## config.mk

```make
export PLATFORM = sky130hd
export DESIGN_NAME = pwrup_rst_seq
export DESIGN_NICKNAME = d
export VERILOG_FILES = /design/src/rtl/pwrup_seq_pkg.sv /design/src/rtl/pwrup_cfg_latch.sv /design/src/rtl/pwrup_seq_timer.sv /design/src/rtl/pwrup_seq_fsm.sv /design/src/rtl/pwrup_rst_seq.sv
export SDC_FILE = /design/constraint.sdc
export NUM_CORES = 1
export LEC_CHECK = 0
export BUFFER_PORTS_ARGS = -buffer_cell sky130_fd_sc_hd__clkbuf_2
export CAP_MARGIN = 20
export CORE_UTILIZATION = 30
export DETAILED_ROUTE_END_ITERATION = 8
export HOLD_SLACK_MARGIN = 0.02
export PLACE_DENSITY = 0.5
export SLEW_MARGIN = 30
export SYNTH_ARGS = -nofsm -noshare
export SYNTH_HDL_FRONTEND = slang
export SYNTH_HIERARCHICAL = 1
export SYNTH_SLANG_ARGS = --single-unit
```

## constraint.sdc

```tcl
create_clock -name clk -period 3 [get_ports clk]
set_input_delay 0.6 -clock clk [delete_from_list [all_inputs] [get_ports clk]]
set_output_delay 0.6 -clock clk [all_outputs]
set_load 0.03 [all_outputs]
```

## src/rtl/pwrup_seq_pkg.sv

```systemverilog
package pwrup_seq_pkg;

   // configuration word field positions (decoded by the sequencer)
   localparam int CFG_OSC_LSB   = 0;
   localparam int CFG_WDT_BIT   = 2;
   localparam int CFG_DLY_N_BIT = 3;
   localparam int CFG_BOR_BIT   = 6;

   // reset-cause vector
   localparam int CAUSE_W = 4;
   localparam logic [CAUSE_W-1:0] CAUSE_POR_V = 4'b0001;
   localparam logic [CAUSE_W-1:0] CAUSE_BOR_V = 4'b0010;
   localparam logic [CAUSE_W-1:0] CAUSE_EXT_V = 4'b0100;
   localparam logic [CAUSE_W-1:0] CAUSE_WDT_V = 4'b1000;

   typedef enum logic [1:0] {
      OSC_LP = 2'b00,
      OSC_XT = 2'b01,
      OSC_HS = 2'b10,
      OSC_RC = 2'b11
   } osc_mode_e;

   typedef enum logic [2:0] {
      ST_HOLD  = 3'd0,
      ST_BROWN = 3'd1,
      ST_PIN   = 3'd2,
      ST_DELAY = 3'd3,
      ST_OSC   = 3'd4,
      ST_RUN   = 3'd5,
      ST_WDOG  = 3'd6
   } seq_state_e;

   typedef struct packed {
      osc_mode_e osc;
      logic      wdt_en;
      logic      dly_en;
      logic      bor_en;
   } cfg_dec_t;

endpackage

```

## src/rtl/pwrup_cfg_latch.sv

```systemverilog
module pwrup_cfg_latch
   import pwrup_seq_pkg::*;
#(
   parameter int CFG_BITS = 14
) (
   input  logic                clk,
   input  logic                capture,
   input  logic [CFG_BITS-1:0] cfg_word,
   output cfg_dec_t            dec
);

   logic [CFG_BITS-1:0] cfg_q;
   logic                cfg_unused;

   always_ff @(posedge clk) begin
      if (capture) cfg_q <= cfg_word;
   end

   // protection and reserved bits are decoded elsewhere
   assign cfg_unused = ^cfg_q;

   always_comb begin
      dec.osc    = osc_mode_e'(cfg_q[CFG_OSC_LSB +: 2]);
      dec.wdt_en = cfg_q[CFG_WDT_BIT];
      dec.bor_en = cfg_q[CFG_BOR_BIT];
      // brown-out enable forces the power-up delay
      dec.dly_en = ~cfg_q[CFG_DLY_N_BIT] | cfg_q[CFG_BOR_BIT];
   end

endmodule

```

## src/rtl/pwrup_seq_timer.sv

```systemverilog
module pwrup_seq_timer #(
   parameter int LIMIT = 16
) (
   input  logic clk,
   input  logic clr,
   input  logic step,
   output logic done
);

   generate
      if (LIMIT == 1) begin : g_single
         logic clk_unused;
         assign clk_unused = clk;
         assign done = step & ~clr;
      end else begin : g_count
         localparam int CW = $clog2(LIMIT);
         localparam logic [CW-1:0] LAST = CW'(LIMIT - 1);
         logic [CW-1:0] cnt_q;

         assign done = step & ~clr & (cnt_q == LAST);

         always_ff @(posedge clk) begin
            if (clr)       cnt_q <= '0;
            else if (step) cnt_q <= done ? '0 : cnt_q + 1'b1;
         end
      end
   endgenerate

endmodule

```

## src/rtl/pwrup_seq_fsm.sv

```systemverilog
module pwrup_seq_fsm
   import pwrup_seq_pkg::*;
(
   input  logic               clk,
   input  logic               por,
   input  logic               bod_trip,
   input  logic               ext_hold,
   input  logic               wdt_bite,
   input  logic               dly_en,
   input  logic               osc_rc,
   input  logic               dly_done,
   input  logic               osc_done,
   output logic               in_delay,
   output logic               in_osc,
   output logic               core_rst,
   output logic [CAUSE_W-1:0] cause
);

   seq_state_e         state_q, state_d;
   logic [CAUSE_W-1:0] cause_q, cause_d;
   logic               booted_q, booted_d;
   seq_state_e         first_phase, post_delay;

   assign post_delay  = osc_rc ? ST_RUN : ST_OSC;
   assign first_phase = dly_en ? ST_DELAY : post_delay;

   always_comb begin
      state_d  = state_q;
      cause_d  = cause_q;
      booted_d = booted_q;
      if (bod_trip) begin
         state_d  = ST_BROWN;
         cause_d  = CAUSE_BOR_V;
         booted_d = 1'b0;
      end else if (ext_hold) begin
         state_d = ST_PIN;
         cause_d = CAUSE_EXT_V;
      end else begin
         unique case (state_q)
            ST_HOLD, ST_BROWN: state_d = first_phase;
            ST_PIN:            state_d = booted_q ? ST_RUN : first_phase;
            ST_DELAY:          if (dly_done) state_d = post_delay;
            ST_OSC:            if (osc_done) state_d = ST_RUN;
            ST_RUN: begin
               if (wdt_bite) begin
                  state_d = ST_WDOG;
                  cause_d = CAUSE_WDT_V;
               end
            end
            ST_WDOG:           state_d = ST_RUN;
            default:           state_d = ST_HOLD;
         endcase
      end
      if (state_d == ST_RUN) booted_d = 1'b1;
   end

   always_ff @(posedge clk) begin
      if (por) begin
         state_q  <= ST_HOLD;
         cause_q  <= CAUSE_POR_V;
         booted_q <= 1'b0;
      end else begin
         state_q  <= state_d;
         cause_q  <= cause_d;
         booted_q <= booted_d;
      end
   end

   assign in_delay = (state_q == ST_DELAY);
   assign in_osc   = (state_q == ST_OSC);
   assign core_rst = (state_q != ST_RUN);
   assign cause    = cause_q;

endmodule

```

## src/rtl/pwrup_rst_seq.sv

```systemverilog
module pwrup_rst_seq
   import pwrup_seq_pkg::*;
#(
   parameter int CFG_BITS   = 14,
   parameter int PWRT_TICKS = 72,
   parameter int OST_CYCLES = 1024
) (
   input  logic                clk,
   input  logic                por_pulse,
   input  logic [CFG_BITS-1:0] cfg_word,
   input  logic                bod_level,
   input  logic                ext_rst_n,
   input  logic                rc_tick,
   input  logic                wdt_timeout,
   output logic                core_rst,
   output logic                wdt_en,
   output logic [1:0]          osc_mode,
   output logic [CAUSE_W-1:0]  rst_cause
);

   generate
      if (CFG_BITS <= CFG_BOR_BIT) begin : g_bad_cfg
         $error("CFG_BITS too narrow for the decoded fields");
      end
      if (PWRT_TICKS < 1) begin : g_bad_pwrt
         $error("PWRT_TICKS must be at least 1");
      end
      if (OST_CYCLES < 1) begin : g_bad_ost
         $error("OST_CYCLES must be at least 1");
      end
   endgenerate

   cfg_dec_t dec;
   logic     in_delay, in_osc, dly_done, osc_done;

   pwrup_cfg_latch #(.CFG_BITS(CFG_BITS)) u_cfg (
      .clk      (clk),
      .capture  (por_pulse),
      .cfg_word (cfg_word),
      .dec      (dec)
   );

   pwrup_seq_timer #(.LIMIT(PWRT_TICKS)) u_dly_tmr (
      .clk  (clk),
      .clr  (~in_delay),
      .step (rc_tick),
      .done (dly_done)
   );

   pwrup_seq_timer #(.LIMIT(OST_CYCLES)) u_osc_tmr (
      .clk  (clk),
      .clr  (~in_osc),
      .step (1'b1),
      .done (osc_done)
   );

   pwrup_seq_fsm u_fsm (
      .clk      (clk),
      .por      (por_pulse),
      .bod_trip (dec.bor_en & bod_level),
      .ext_hold (~ext_rst_n),
      .wdt_bite (dec.wdt_en & wdt_timeout),
      .dly_en   (dec.dly_en),
      .osc_rc   (dec.osc == OSC_RC),
      .dly_done (dly_done),
      .osc_done (osc_done),
      .in_delay (in_delay),
      .in_osc   (in_osc),
      .core_rst (core_rst),
      .cause    (rst_cause)
   );

   assign wdt_en   = dec.wdt_en;
   assign osc_mode = dec.osc;

endmodule

```

# Word level (Yosys, flattened, before mapping)
# Index checks and enable logic that the tools add are counted.
# word_totals
ff_bits	32
output_inout_bits	8
wordCells	59
# op_classes
add_sub_neg	2
n_eq_ne	15
muxes	16
bitwise	9
reduce_logical	9
# op_table
operator	count
$mux W3	10
$pmux W3 S6	1
$eq A3 B3 Y1 const B	4
$add A10 B1 Y10 const B	1
$eq A10 B10 Y1 const B	1
$add A7 B1 Y7 const B	1
$eq A7 B7 Y1 const B	1
$mux W7	1
$eq A3 B2 Y1 const B	2
$ne A3 B1 Y1 const B	2
$reduce_and A2 Y1	3
$reduce_or A2 Y1	3
$and A1 B1 Y1	5
$ne A2 B1 Y1 const B	2
$eq A3 B1 Y1 const B	1
$logic_not A3 Y1	1
$mux W1	3
$ne A3 B3 Y1 const B	1
$not A1 Y1	3
$reduce_or A3 Y1	1
$eq A2 B2 Y1 const B	1
$mux W2	1
$reduce_bool A2 Y1	1
$or A1 B1 Y1	1

# Depth between registers and ports, before layout
# Gate-level depths: netlist (run 1).
# logic_depth
depth_word	9
mapped_depth	11
depth_no_buf	9

# Modules after synthesis
# The synthesis (run 1) kept the hierarchy.
# modules_own_cells
module	instances	cells_each	area_each_um2	seq_area_each_um2
pwrup_seq_timer (u_osc_tmr)	1	56	486.7	200.2
pwrup_seq_fsm	1	50	431.7	160.2
pwrup_seq_timer (u_dly_tmr)	1	40	357.8	140.1
pwrup_cfg_latch	1	10	186.4	150.1
pwrup_rst_seq	1	7	33.8	0.0

# Worst setup path before layout (run 1)
# No wires, ideal clock.
# synth_path
path_type	input -> register
from	input rc_tick
to	register u_fsm.booted_q
setup_time_ns	0.134
t_arrival_ns	1.601
required_ns	2.866
slack_ns	1.265
stages	7
path_buffers	1
path_cell_list	and3_1 buf_6 nand4_1 nor2_1 and3b_2 o31ai_2 a32oi_1
# synth_between
elab_chain_len	8
elab_cells_between_ends	9
cone_classes	eq/ne (1); mux (5); bitwise (2); reduce/logical (1)
# synth_rtl
element	line_no	rtl
start: declaration	pwrup_rst_seq.sv:13	input logic rc_tick,
$and A1 B1 Y1 * (2 in series)	pwrup_seq_timer.sv:20	assign done = step & ~clr & (cnt_q == LAST);
named net dly_done	pwrup_rst_seq.sv:34	logic in_delay, in_osc, dly_done, osc_done;
$mux W3 *	pwrup_seq_fsm.sv:42	ST_DELAY: if (dly_done) state_d = post_delay;
$pmux W3 S6 *	pwrup_seq_fsm.sv:39	unique case (state_q)
$mux W3 *	pwrup_seq_fsm.sv:35	end else if (ext_hold) begin
$mux W3 *	pwrup_seq_fsm.sv:31	if (bod_trip) begin
$eq A3 B3 Y1 *	pwrup_seq_fsm.sv:54	if (state_d == ST_RUN) booted_d = 1'b1;
$mux W1 / $reduce_bool A2 Y1 (equally long branches)	n/a	
end signal: assignment	pwrup_seq_fsm.sv:65	booted_q <= booted_d;
end: declaration	pwrup_seq_fsm.sv:21	logic booted_q, booted_d;
# Mark *: on every way through the listed nets, which the timed path passes. The rest lies on a longest branch.
# A chain may end at the register's enable or synchronous reset.

# Worst setup path after layout (run 1)
# layout_path
from	register u_fsm.state_q[2]
to	register u_fsm.state_q[0]
# layout_between
elab_cells_between_ends	16
cone_classes	eq/ne (6); mux (5); bitwise (3); reduce/logical (2)
# layout_rtl
element	line_no	rtl
start: declaration	pwrup_seq_fsm.sv:19	seq_state_e state_q, state_d;
start signal: assignment	pwrup_seq_fsm.sv:63	state_q <= state_d;
$eq A3 B3 Y1	pwrup_seq_fsm.sv:70	assign in_osc = (state_q == ST_OSC);
named net in_osc	pwrup_rst_seq.sv:34	
$and A1 B1 Y1	pwrup_seq_timer.sv:20	
named net osc_done	pwrup_rst_seq.sv:34	
$mux W3	pwrup_seq_fsm.sv:43	ST_OSC: if (osc_done) state_d = ST_RUN;
$pmux W3 S6	pwrup_seq_fsm.sv:39	
$mux W3	pwrup_seq_fsm.sv:35	
$mux W3	pwrup_seq_fsm.sv:31	
# The timed path passes the listed nets, and every way through them passes these cells.

==> results of run 1 <==
per-stage QoR:
| stage | util | instance area, sq um | power, W | worst slack, ps | hold slack [ps] |
|---|---|---|---|---|---|
| 3_5_place_dp | 0.334 | 1590 | 0.000512 | 933 | 460 |
| 3_3_place_gp | 0.334 | 1590 | 0.000511 | 955 | 455 |
| 6_report | 0.353 | 1680 | 0.000833 | 1040 | 462 |
| 5_1_grt | 0.353 | 1680 | 0.000877 | 815 | 476 |
| 4_1_cts | 0.353 | 1680 | 0.000850 | 1040 | 469 |
| 2_1_floorplan | - | 1500 | 0.000500 | 1260 | 453 |
flip-flops by register name, indices dropped and copies added (netlist names):
register                 count
u_cfg/cfg_q                  5
u_fsm/booted_q               1
u_osc_tmr/g_count.cnt_q     10
u_fsm/state_q                3
u_fsm/cause                  4
u_dly_tmr/g_count.cnt_q      7
cell usage in the layout, fill, tap and decap left out, types with 3 or more instances in the layout:
cell and n:
a21boi_0 3, a21oi_1 8, and2_1 3, and3_1 3, clkbuf_2 18, clkbuf_8 6, dfxtp_1 25, edfxtp_1 5
inv_1 12, nand2_1 9, nand2b_1 4, nand3_1 5, nand4_1 6, nor2_1 10, nor3_1 8, o21ai_0 5
or3_1 5, xor2_1 5
cells by family (layout without fill, tap and decap cells):
group	after synthesis	count (layout)	synth area share
fa+ha+maj	2	2	0.0167
other cells	1	1	0.00251
flops	30	30	0.435
compound gates	38	38	0.185
xor+xnor	5	5	0.0293
simple gates	63	63	0.239
buf+inv	23	38	0.0861
mux	1	1	0.00669
area by class of cell:
class                   count  area (sq um)
fillers                   519          3080
multi-input cells         110           717
flip-flops and latches     30           651
repair buffers             18          90.1
clock buffers               7          86.3
well taps                  67          83.8
inverters                  12          45.0
clock inverters             1          5.00
worst max-delay path by stage:
stage | start | end | slack [ps] | cells past startpoint
2_1_floorplan | rc_tick | u_fsm/booted_q | 1260 | 7
3_5_place_dp | rc_tick | u_fsm/state_q[0] | 930 | 7
3_3_place_gp | rc_tick | u_fsm/state_q[0] | 960 | 7
4_1_cts | u_fsm/state_q[2] | u_fsm/state_q[0] | 1040 | 9
6_report | u_fsm/state_q[2] | u_fsm/state_q[0] | 1040 | 9
5_1_grt | u_fsm/state_q[2] | u_fsm/state_q[0] | 810 | 9
cells in the mapped netlist, types with 4 or more instances:
cell / number
nand2_1: 9
nand2b_1: 4
nor3_1: 8
xor2_1: 5
nor2_1: 10
inv_1: 12
nand4_1: 6
dfxtp_1: 25
edfxtp_1: 5
a21oi_1: 8
or3_1: 5
buf_4: 5
o21ai_0: 5
nand3_1: 5
power by group through the flow:
stage | registers [W] | logic [W] | clock network (W)
2_1_floorplan | 0.000443 | 0.0000578 | 0
3_3_place_gp | 0.000445 | 0.0000660 | 0
3_5_place_dp | 0.000445 | 0.0000671 | 0
4_1_cts | 0.000436 | 0.0000672 | 0.000347
5_1_grt | 0.000439 | 0.0000735 | 0.000365
6_report | 0.000437 | 0.0000670 | 0.000330
metal layers:
layer | vias to the layer above | GRT usage | part of all wire
met4 | 0 | 0.0458 | 0.0089
met5 | - | 0 | 0
li1 | 619 | - | -
met1 | 546 | 0.149 | 0.50
met3 | 4 | 0.0552 | 0.038
met2 | 14 | 0.195 | 0.45
critical path, stage by stage (launching register included):
cell,delay [ps]
dfxtp_1,490
inv_1,110
nor3_1,150
inv_1,200
inv_1,170
nand2_1,100
nor3_1,140
nand2_1,70
a21o_1,200
a311oi_1,240
==> impl_metrics.tcl, run 1 <==
set metrics [dict create \
    setup_tns_ps 0 \
    rsz0062_at_grt "false" \
    ios 28 \
    switching_power_w 0.000199 \
    track_usage 0.124 \
    rows 25 \
    finalCritPeriodShare 0.654 \
    path_class "flip-flop to flip-flop" \
    core_area_sq_um 4750 \
    clock_skew_ps 4.40 \
    drive_gt1_frac 0.174 \
    dr.first_iter.drc_count 57 \
    hold_depth 2 \
    peakVddDrop_mv 0.241 \
    hold_end "u_fsm/cause[3]" \
    relSlewSlack 0.476 \
    insertion_delay_ps 280 \
    vias 1183 \
    yosys_register_bits 30 \
    wl_per_cell_microns 11.5 \
    max_freq_mhz 510 \
    power.density_nw_per_um2 497 \
    worstHoldStart "u_fsm/cause[3]" \
    dp.cells 237 \
    reg2reg_depth 9 \
    slew_viol_final 0 \
    cp.arrival_ps 2150 \
    synthTopCellsByArea "dfxtp_1 (33%), edfxtp_1 (10%), inv_1 (3.0%)" \
    status "finished clean" \
    syn_area_sq_um 1500 \
    finalNonFillerCells 245 \
    syn_area_per_cell_sq_um 9.18 \
    synth_nets 185 \
    power_frac_seq 0.524 \
    ys_async_sr_fraction 0 \
    synth.largest_area_cell "dfxtp_1" \
    hold_violations 0 \
    comb_power_share 0.080 \
    cts-root-buf "clkbuf_8" \
    crit_fanout 11 \
    r2r_end "u_fsm/state_q[0]" \
    end_kind "flip-flop" \
    hold_class "flip-flop to flip-flop" \
    cts.sinks 30 \
    finalSetupViolations 0 \
    grt_antenna_before_repair 0 \
    synthCells 163 \
    antenna_left 0 \
    fp.dieH_microns 72.6 \
    via_per_inst 4.83 \
    drv_cap 0 \
    start_util 0.315 \
    drt-total-wl_mm 2.81 \
    die_area_sq_um 5270 \
    cts_hold_buffers 0 \
    tritoncts "yes" \
    reg2reg_setup_slack_ps 1040 \
    die_w_microns 72.6 \
    insertedDiodeCount 0 \
    path_clk_slew_ps 60 \
    drc 0 \
    internal-power_w 0.000634 \
    reg2reg_from "u_fsm/state_q[2]" \
    clockPowerShare 0.396 \
    drt-pass1-iter-count 4 \
    grt_max_degree 12 \
    cts_buffer_depth 2 \
    grt_pass1_wl_mm 4.93 \
    numCtsBuffers 5 \
    power.leakage_nw 0.627 \
    grt_pass1_vias 1137 \
    tightestPinTransition_ps 779 \
    synthToLayoutAreaGrowth_pct 12.1 \
    switching_share 0.239 \
    worstPathRequired_ps 3190 \
    routabilityCongestion 0.793 \
    overflow 0 \
    htree_levels 2 \
    start_kind "flip-flop" \
    synth_top_area_share 0.334 \
    ctsResizeCount 0 \
    ys_warn_count 6 \
    hpwlAfterDp_mm 2.07 \
    fin_crit_ps 1960 \
    io_buffers 18 \
    synth_cell_types 50 \
    nets 199 \
    ys_seq_area_frac 0.435 \
    synthFlopType "dfxtp_1" \
    synth-edff-count 5 \
    cts_setup_buffers 0 \
]
No activity file was read; power rests on OpenSTA's default activity.
==> inputs of run 2 (changes only) <==
ABC_AREA = 1   (was unset)
clock period = 2 ns   (was 3 ns; I/O delays follow)
==> impl_metrics.tcl, run 2 <==
set metrics [dict create \
    die_w_microns 74.2 \
    synthFlopType "dfxtp_1" \
    crit_path_top_delay_cell "dfxtp_1" \
    hold_violations 0 \
    internal-power_w 0.000914 \
    cts_hold_buffers 0 \
    setup_tns_ps 0 \
    drt-total-wl_mm 2.92 \
    synthCells 219 \
    syn_area_per_cell_sq_um 7.15 \
    fp.dieH_microns 74.2 \
    final_common_cell "nand2_1" \
    hpwlAfterDp_mm 2.21 \
    synthTopCellsByArea "dfxtp_1 (32%), nand2_1 (11%), edfxtp_1 (9.6%)" \
    routabilityCongestion 0.763 \
    clockPowerShare 0.377 \
    peakVddDrop_mv 0.327 \
    highest_layer "met4" \
    slowest_delay_ps 440 \
    multi_input_area_sq_um 753 \
    synthToLayoutAreaGrowth_pct 16.9 \
    drive_gt1_frac 0.189 \
    io_buffers 18 \
    fill_cells 549 \
    max_freq_mhz 591 \
    place_ws_ps 270 \
    insertedDiodeCount 0 \
    drv_cap 0 \
    vias 1318 \
    dr.first_iter.drc_count 30 \
    finalNonFillerCells 316 \
    track_usage 0.119 \
    yosysMostFrequentCell "nand2_1" \
    cts_setup_buffers 0 \
    crit_fanout 6 \
    reg.largest.list "u_osc_tmr/g_count.cnt_q: 10 flops, u_dly_tmr/g_count.cnt_q: 7 flops, u_cfg/cfg_q: 5 flops" \
    syn_area_sq_um 1570 \
    synth_cell_types 24 \
    largest_reg_flops 10 \
    overflow 0 \
    ys_seq_area_frac 0.416 \
    numCtsBuffers 5 \
    worstPathRequired_ps 2170 \
    fin_crit_ps 1690 \
    htree_levels 2 \
    switching_power_w 0.000321 \
    rows 25 \
    grt_max_degree 10 \
    ff_latch_area_sq_um 653 \
    path_cells "nand2_2, nor2_2, inv_1, inv_1, nand4_1, nor2_1, inv_1, nand3_1, nand3b_1, nand2_1, nand2_1, nand2_1, a21oi_1" \
    slew_viol_final 0 \
    synth.largest_area_cell "dfxtp_1" \
    power.density_nw_per_um2 675 \
    end_kind "flip-flop" \
    via_per_inst 4.17 \
    synthTopCellsByCount "nand2_1 (47), inv_1 (39), nor2_1 (27)" \
    yosys_register_bits 30 \
    grt_pass1_vias 1138 \
    clock_skew_ps 4.16 \
    mostFrequentLayoutCells "nand2_1 (47), inv_1 (39), nor2_1 (27)" \
    tritoncts "yes" \
    cpLargestDelayFamily "simple AND/OR/NAND/NOR gates" \
    ys_warn_count 6 \
    power_frac_seq 0.528 \
    wl_met3_microns 108 \
    crit_buf_inv 3 \
    nets 270 \
    dp.cells 308 \
    drt-pass1-iter-count 4 \
    synth_top_area_share 0.320 \
    wl_met1_mm 1.52 \
    worst_slack_ps 307 \
    power.leakage_nw 0.817 \
    cts.sinks 30 \
    ys_async_sr_fraction 0 \
    insertion_delay_ps 280 \
    finalSetupViolations 0 \
    cp.arrival_ps 1860 \
    die_area_sq_um 5510 \
    finalCritPeriodShare 0.847 \
    start_kind "flip-flop" \
    ios 28 \
    grt_pass1_wl_mm 4.85 \
    switching_share 0.260 \
    cts_buffer_depth 2 \
    top_register "u_osc_tmr/g_count.cnt_q" \
    path_clk_slew_ps 60 \
    start_util 0.321 \
    status "finished clean" \
    drc 0 \
    antenna_left 0 \
    grt_antenna_before_repair 0 \
    wl_met2_mm 1.22 \
    hold_class "input port to flip-flop" \
    synth-edff-count 5 \
    rsz0062_at_grt "false" \
    core_area_sq_um 4880 \
    path_class "flip-flop to flip-flop" \
    wl_per_cell_microns 9.24 \
    comb_power_share 0.095 \
    cts-root-buf "clkbuf_8" \
    ctsResizeCount 0 \
]
==> run 2: through the flow <==
step	utilization	power [W]	hold WS [ps]	instance area (sq um)
2_1_floorplan	-	0.000750	436	1590
3_3_place_gp	0.358	0.000783	452	1750
3_5_place_dp	0.358	0.000782	456	1750
4_1_cts	0.375	0.00126	281	1830
5_1_grt	0.375	0.00130	283	1830
6_report	0.375	0.00123	292	1830
==> run 2: area by class of cell <==
cell class | count | share of cell area
Timing Repair Buffer | 20 | 0.0574
Inverter | 41 | 0.0841
Multi-Input combinational cell | 150 | 0.411
Tap cell | 67 | 0.0458
Clock buffer | 6 | 0.0396
Clock inverter | 2 | 0.00478
Sequential cell | 30 | 0.357
==> run 2: path summary, 6_finish.rpt <==
check                                                 from                    endpoint  slack, ps  cells after the start
worst max-delay path                      u_fsm/state_q[0]            u_fsm/state_q[0]        310                     13
worst max register to register            u_fsm/state_q[0]            u_fsm/state_q[0]        310                     13
worst min register to register  u_osc_tmr/g_count.cnt_q[9]  u_osc_tmr/g_count.cnt_q[9]        460                      2
worst min-delay path                           cfg_word[6]              u_cfg/cfg_q[6]        290                      1
==> run 2: worst reg2reg max path: cells and delay by family, from the launching register on <==
family	cells	cell delay, ps
AOI/OAI and AO/OA	1	60
buffers and inverters	3	240
DFF	1	440
and+or+nand+nor	9	830
==> run 2: logic make-up after synthesis <==
logic type / count (synthesis) / share of synthesized area
AOI/OAI and AO/OA: 19 / 0.0679
and+or+nand+nor: 116 / 0.347
adders and majority gates: 2 / 0.0160
other: 1 / 0.00240
xor gates and xnor gates: 6 / 0.0336
buffers and inverters: 45 / 0.118
DFF: 30 / 0.416
==> run 2: per-layer routing <==
metal  global-route usage  up-vias
met3               0.0407        7
li1                     -      727
met1                0.157      567
met4               0.0692        0
met5                    0        -
met2                0.170       17
==> run 2: power by group through the flow <==
stage               sequential, W  clock, W  combinational [W]
floorplan                0.000668         0          0.0000811
global placement         0.000664         0           0.000119
detailed placement       0.000664         0           0.000118
CTS                      0.000651  0.000489           0.000118
global route             0.000654  0.000508           0.000134
finish                   0.000652  0.000466           0.000117
